[config.mk]
export PLATFORM = sky130hd
export DESIGN_NAME = wdm_top
export DESIGN_NICKNAME = d
export VERILOG_FILES = /design/src/rtl/wdm_pkg.sv /design/src/rtl/wdm_prescaler.sv /design/src/rtl/wdm_ctrl.sv /design/src/rtl/wdm_counter.sv /design/src/rtl/wdm_top.sv
export SDC_FILE = /design/constraint.sdc
export NUM_CORES = 1
export LEC_CHECK = 0
export BUFFER_PORTS_ARGS = -buffer_cell sky130_fd_sc_hd__buf_2
export CAP_MARGIN = 10
export CORE_ASPECT_RATIO = 1.1
export CORE_MARGIN = 2
export CORE_UTILIZATION = 35
export DETAILED_ROUTE_END_ITERATION = 10
export PLACE_DENSITY = 0.57
export SYNTH_ARGS = -nofsm -noshare
export SYNTH_HDL_FRONTEND = slang
export SYNTH_SLANG_ARGS = --single-unit
[constraint.sdc]
create_clock -name clk -period 4.8 [get_ports clk]
set_clock_uncertainty 0.1 [all_clocks]
set_input_delay 0.72 -clock clk [delete_from_list [all_inputs] [get_ports clk]]
set_output_delay 0.72 -clock clk [all_outputs]
set_load 0.02 [all_outputs]
[src/rtl/wdm_pkg.sv]
package wdm_pkg;
  localparam int CNT_W   = 15;
  localparam int REG_W   = 32;
  localparam int BE_W    = REG_W / 8;

  typedef logic [CNT_W-1:0] cnt_t;

  typedef struct packed {
    logic  en;
    cnt_t  timeout;
    logic  rsvd;
    cnt_t  count;
  } wdm_reg_t;
endpackage

[src/rtl/wdm_prescaler.sv]
module wdm_prescaler #(
  parameter int DIV = 1000000
) (
  input  logic clk,
  input  logic rst_n,
  output logic tick
);
  localparam int W = (DIV > 1) ? $clog2(DIV) : 1;
  localparam logic [W-1:0] LAST = W'(DIV - 1);

  logic [W-1:0] ph_q;

  always_ff @(posedge clk) begin
    if (!rst_n)          ph_q <= '0;
    else if (ph_q == LAST) ph_q <= '0;
    else                 ph_q <= ph_q + 1'b1;
  end

  assign tick = (ph_q == LAST);
endmodule

[src/rtl/wdm_ctrl.sv]
module wdm_ctrl
  import wdm_pkg::*;
(
  input  logic           clk,
  input  logic           rst_n,
  input  logic           wr_hit,
  input  logic [1:0]     be_hi,
  input  logic [REG_W-1:0] wdata,
  output cnt_t           timeout,
  output logic           en
);
  localparam int LO_W = 8;
  localparam int HI_W = CNT_W - LO_W;

  logic [LO_W-1:0] to_lo_q;
  logic [HI_W-1:0] to_hi_q;
  logic            en_q;

  always_ff @(posedge clk) begin
    if (!rst_n) begin
      to_lo_q <= '0;
    end else if (wr_hit && be_hi[0]) begin
      to_lo_q <= wdata[16 +: LO_W];
    end
  end

  always_ff @(posedge clk) begin
    if (!rst_n) begin
      to_hi_q <= '0;
      en_q    <= 1'b0;
    end else if (wr_hit && be_hi[1]) begin
      to_hi_q <= wdata[24 +: HI_W];
      en_q    <= wdata[REG_W-1];
    end
  end

  assign timeout = {to_hi_q, to_lo_q};
  assign en      = en_q;
endmodule

[src/rtl/wdm_counter.sv]
module wdm_counter
  import wdm_pkg::*;
(
  input  logic clk,
  input  logic rst_n,
  input  logic tick,
  input  logic clr,
  input  cnt_t timeout,
  output cnt_t count,
  output logic expired
);
  cnt_t cnt_q;
  logic armed;
  logic match;

  assign armed = (timeout != '0);
  assign match = armed && (cnt_q == timeout);

  always_ff @(posedge clk) begin
    if (!rst_n)                      cnt_q <= '0;
    else if (clr)                    cnt_q <= '0;
    else if (tick && armed && !match) cnt_q <= cnt_q + 1'b1;
  end

  assign count   = cnt_q;
  assign expired = match;
endmodule

[src/rtl/wdm_top.sv]
module wdm_top
  import wdm_pkg::*;
#(
  parameter int                TICK_DIV = 1000000,
  parameter int                ADDR_W   = 8,
  parameter logic [ADDR_W-1:0] REG_ADDR = 8'h40
) (
  input  logic              clk,
  input  logic              rst_n,
  input  logic [ADDR_W-1:0] reg_addr,
  input  logic              reg_wr,
  input  logic [3:0]        reg_be,
  input  logic [31:0]       reg_wdata,
  output logic [31:0]       reg_rdata,
  input  logic              expire_mask,
  output logic              expired,
  output logic              irq,
  output logic              chip_rst_req
);
  logic     hit, wr_hit, clr, tick, en_w, exp_w, rst_q;
  cnt_t     cnt_w, to_w;
  wdm_reg_t view;

  assign hit    = (reg_addr == REG_ADDR);
  assign wr_hit = reg_wr && hit;
  assign clr    = wr_hit && (reg_be[0] || reg_be[1]);

  wdm_prescaler #(.DIV(TICK_DIV)) u_pre (
    .clk  (clk),
    .rst_n(rst_n),
    .tick (tick)
  );

  wdm_ctrl u_ctrl (
    .clk    (clk),
    .rst_n  (rst_n),
    .wr_hit (wr_hit),
    .be_hi  (reg_be[3:2]),
    .wdata  (reg_wdata),
    .timeout(to_w),
    .en     (en_w)
  );

  wdm_counter u_cnt (
    .clk    (clk),
    .rst_n  (rst_n),
    .tick   (tick),
    .clr    (clr),
    .timeout(to_w),
    .count  (cnt_w),
    .expired(exp_w)
  );

  always_ff @(posedge clk) begin
    if (!rst_n) rst_q <= 1'b0;
    else        rst_q <= exp_w && en_w;
  end

  always_comb begin
    view.en      = en_w;
    view.timeout = to_w;
    view.rsvd    = 1'b0;
    view.count   = cnt_w;
  end

  assign reg_rdata    = hit ? view : '0;
  assign expired      = exp_w;
  assign irq          = exp_w && !expire_mask;
  assign chip_rst_req = rst_q;
endmodule

### Yosys cells after proc, flatten, opt, wreduce, memory -nomap -nowiden

Index checks and enable logic that the tools add are counted.

| operators by class | value |
|---|---|
| $add $sub $neg | 2 |
| equal/unequal tests | 3 |
| mux-type cells | 1 |
| bitwise operators | 1 |
| reduce and logical (&&, ||, !) cells | 15 |

Operator list:

| kind | number |
|---|---|
| 32-bit two-way mux | 1 |
| 20-bit by 1-bit adder with 20-bit output (second input constant) | 1 |
| 20-bit equality test (second input constant) | 1 |
| 15-bit by 1-bit adder with 15-bit output (second input constant) | 1 |
| 15-bit equality test | 1 |
| 15-bit nonzero test | 1 |
| 1-bit logical AND | 9 |
| 8-bit by 7-bit equality test with 1-bit output (second input constant) | 1 |
| 2-bit OR reduction | 2 |
| 1-bit zero test | 2 |
| 1-bit logical OR | 1 |
| 1-bit inverter | 1 |

| storage, ports and cells | value |
|---|---|
| register bits | 52 |
| input bits | 48 |
| output and inout port bits | 35 |
| word-level logic and storage cells | 28 |

### Logic depth before layout (Yosys ltp)

| logic depth | value |
|---|---|
| word-level depth | 4 |
| gate-level depth with buffers | 8 |
| gate-level depth less buffers | 6 |

### Hierarchy

A second synthesis with hierarchy kept.

| unflattened totals | value |
|---|---|
| cells, all modules | 386 |
| area, all modules | 3190.6 sq um |

Modules (own cells, without submodules):

| module | instances | cells an instance | area an instance (sq um) | sequential area each (sq um) |
|---|---|---|---|---|
| wdm_counter | 1 | 121 | 974.7 | 300.3 |
| wdm_prescaler | 1 | 109 | 944.7 | 400.4 |
| wdm_ctrl | 1 | 75 | 710.7 | 320.3 |
| wdm_top | 1 | 81 | 560.5 | 20.0 |

### Worst setup path before layout

No wires, ideal clock.

| timing path | value |
|---|---|
| kind | register -> output |
| start point | register u_cnt.cnt_q[0] (netlist: u_cnt.count[0]) |
| end point | output port irq |
| data arrival time | 1.907 ns |
| data required time | 3.980 ns |
| setup slack | 2.073 ns |
| cell stages (with the launch flop) | 7 |
| buffers on the path | 1 |
| cells stage by stage | dfxtp_1 > xnor2_1 > nand4_1 > nor4_2 > buf_4 > and2_1 > nor2b_1 |

| on the way | value |
|---|---|
| cells in the longest elaborated chain, start to end | 3 |

Ends and longest elaborated chain:

| item | line | text |
|---|---|---|
| start, declared | wdm_counter.sv:12 | `cnt_t cnt_q;` |
| start signal, assigned | wdm_counter.sv:22 | `else if (tick && armed && !match) cnt_q <= cnt_q + 1'b1;` |
| 15-bit equality test | wdm_counter.sv:17 | `assign match = armed && (cnt_q == timeout);` |
| 1-bit logical AND | wdm_counter.sv:17 |  |
| net expired | wdm_top.sv:16 | `output logic expired,` |
| 1-bit logical AND | wdm_top.sv:68 | `assign irq = exp_w && !expire_mask;` |
| end, declared | wdm_top.sv:17 | `output logic irq,` |

The timed path passes the listed nets, and every way through them passes these cells.

### Worst setup path in the final report

| timing path | value |
|---|---|
| start point | register u_ctrl.to_hi_q[0] |
| end point | output port irq |

| on the way | value |
|---|---|
| cells in the longest elaborated chain, start to end | 3 |
| elaborated cells between the ends (all ways) | 4 |
| those cells by class | eq/ne (1); reduce/logical (3) |

Ends and longest elaborated chain:

| item | line | text |
|---|---|---|
| start, declared | wdm_ctrl.sv:16 | `logic [HI_W-1:0] to_hi_q;` |
| start signal, assigned | wdm_ctrl.sv:32 | `to_hi_q <= wdata[24 +: HI_W];` |
| 15-bit equality test / 15-bit nonzero test (equally long branches) | wdm_counter.sv:17, wdm_counter.sv:16 |  |
| 1-bit logical AND * | wdm_counter.sv:17 |  |
| 1-bit logical AND * | wdm_top.sv:68 |  |

Mark *: on every way between the ends. The rest lies on a longest branch, timed or not.

==> results_dict.tcl <==
set metrics [dict create \
    place.gp.congestion 0.814 \
    io_pins 83 \
    synthTopCellsByArea "dfxtp_1 (37%), xnor2_1 (8.8%), and3_1 (8.3%)" \
    dpl_worst_slack_ps 2020 \
    path_class "reg -> out" \
    layout_common_cells "buf_2 (65), dfxtp_1 (52), nor2_1 (42)" \
    die_h_um 97.4 \
    rsz0062_at_grt "false" \
    drcViolationCount 0 \
    place_area_sq_um 3170 \
    crit_arrival_ps 2300 \
    worst_slack_ps 1680 \
    layout-drive-gt1-share_pct 21.8 \
    clockBufferDepth 2 \
    p_per_area_nw_per_um2 237 \
    yosysWarnings 0 \
    start_kind "flip-flop" \
    h-tree-depth 2 \
    cts.repair.resized 0 \
    cts-buffers-inserted 5 \
    power_leakage_nw 1.49 \
    routed_via_density 5.00 \
    rrSetupSlack_ps 2640 \
    wire_per_inst_um 13.4 \
    hpwlAfterDp_um 4830 \
    diodes 0 \
    syn_inst 328 \
    firstDrtPassIters 4 \
    cp.required_ps 3980 \
    worst_r2r_path_depth 6 \
    rows 34 \
    min_path_cells 1 \
    reg2reg_to "u_pre.ph_q[7]" \
    coreArea_sq_um 7780 \
    synth_cell_types 38 \
    avgSynthCellArea_sq_um 8.46 \
    drtIter0Drc 142 \
    portBuffers 65 \
    cts_sinks 52 \
    fin_area_sq_um 3290 \
    dieArea_sq_um 8660 \
    grt_antenna_before_repair 0 \
    nNetsFinal 434 \
    hold_buffers 0 \
    tightest_slew_ps 625 \
    hold_violations 0 \
    die_x_um 88.9 \
    vias 2466 \
    drt.antenna.violating_nets 0 \
    syn_area_sq_um 2780 \
    grt_first_pass_wirelength_um 11100 \
    drt_wl_total_um 6580 \
    maxCapViolCount 0 \
    cts-root-buf "clkbuf_8" \
    synth-seq-cells 52 \
    clk_latency_ps 310 \
    path_max_fanout 11 \
    initial_utilization_pct 35.7 \
    fin_crit_sh_pct 64.9 \
    period_needed_ps 3120 \
    grt_max_degree 34 \
    cts_tree "built" \
    grtUsageTotal_pct 15.8 \
    worstSetupEndpointType "output port" \
    outcome "complete, no violations" \
    hp-start "u_pre.ph_q[0]" \
    holdCritPathClass "reg -> reg" \
    area.growth.synth_to_final_pct 18.4 \
    yosysTopAreaCell "dfxtp_1" \
    whs_endpoint "u_pre.ph_q[0]" \
    path_clk_slew_ps 100 \
    final_common_cell "buf_2" \
    setup_violations 0 \
    synth.net_count 378 \
    tns_ps 0 \
    first_global_vias 2418 \
    drv_slew 0 \
    grt-ovfl-total 0 \
    vdd_drop_max_v 0.000133 \
    post_cts_buffers 0 \
    r2r-start "u_pre.ph_q[0]" \
    synth.top_cell.area_share_pct 37.5 \
    max_freq_ghz 0.321 \
    seq_area_frac_synth_pct 37.5 \
    max_slew_margin_pct 58.3 \
]
[state kept, by name (all words and copies together), names as in the netlist]
register	flops
chip_rst_req	1
u_cnt.count	15
u_ctrl.en	1
u_ctrl.to_hi_q	7
u_ctrl.to_lo_q	8
u_pre.ph_q	20
[synth_stat cells (all sizes together)]
| cell | n |
|---|---|
| dfxtp | 52 |
| nor2 | 43 |
| and3 | 37 |
| xnor2 | 28 |
| mux2i | 21 |
| nand2 | 18 |
| nand3 | 15 |
| nand4 | 14 |
| nor3 | 14 |
| clkbuf | 11 |
| a21oi | 9 |
| or3 | 9 |
| buf | 8 |
| nor4 | 6 |
| or4 | 6 |
| inv | 5 |
| o31ai | 5 |
| xor2 | 5 |
| o21ai | 4 |
| and2 | 3 |
| and4 | 3 |
| and4bb | 2 |
| ha | 2 |
| conb | 1 |
| nand2b | 1 |
| nand4bb | 1 |
| nor2b | 1 |
| nor3b | 1 |
| nor4b | 1 |
| o2111a | 1 |
| o211ai | 1 |
[kinds of logic (layout without fill, tap and decap cells)]
kind of cell,count (synthesis),in the layout,synth area share (%)
multiplexers,21,21,7.57
buffers and inverters,24,81,4.24
XOR/XNOR,33,33,10.4
other,1,1,0.135
adder cells (fa/ha/maj),2,2,0.901
AO/OA/AOI/OAI,20,20,4.37
AND/OR/NAND/NOR,175,175,34.9
flip-flops,52,52,37.5
[layout make-up]
type | instances | area (sq um)
Clock buffer | 5 | 68.8
Clock inverter | 3 | 46.3
Fill cell | 787 | 4500
Inverter | 5 | 18.8
Multi-Input combinational cell | 252 | 1630
Sequential cell | 52 | 1040
Tap cell | 108 | 135
Timing Repair Buffer | 68 | 348
[critical path: stages, from the launching register on]
cell and delay [ps]:
dfxtp_1 360, nor4_1 460, nand4_1 540, and2_1 350, nor2b_1 130, buf_2 150
[worst max-delay path by stage]
stage | end | startpoint | cells after the start | slack, ps
floorplan | irq | u_cnt.count[0] | 6 | 2070
global placement | irq | u_ctrl.to_hi_q[0] | 5 | 2090
detailed placement | irq | u_ctrl.to_hi_q[0] | 5 | 2020
CTS | irq | u_ctrl.to_hi_q[0] | 5 | 1650
global route | irq | u_ctrl.to_hi_q[0] | 5 | 1570
finish | irq | u_ctrl.to_hi_q[0] | 5 | 1680
[routing by layer]
layer	global-route usage, %	wire length (um)	vias up
li1	-	-	1270
met1	20.6	3060	1131
met2	25.6	3160	61
met3	3.48	316	4
met4	4.90	49	0
met5	0	0	-
[metrics by stage]
step | util [%] | power [mW] | instances | hold WS, ps
floorplan | - | 0.461 | 328 | 318
global placement | 40.8 | 0.478 | 485 | 331
detailed placement | 40.8 | 0.479 | 485 | 342
CTS | 42.2 | 0.791 | 493 | 357
global route | 42.2 | 0.808 | 493 | 366
finish | 42.2 | 0.781 | 493 | 355
[report_power, final]
| part | switching, mW | internal, mW |
|---|---|---|
| clock | 0.154 | 0.158 |
| combinational | 0.0189 | 0.0140 |
| sequential | 0.00172 | 0.433 |
| total | 0.175 | 0.606 |
Note: power is estimated with default switching activity, not from simulation.
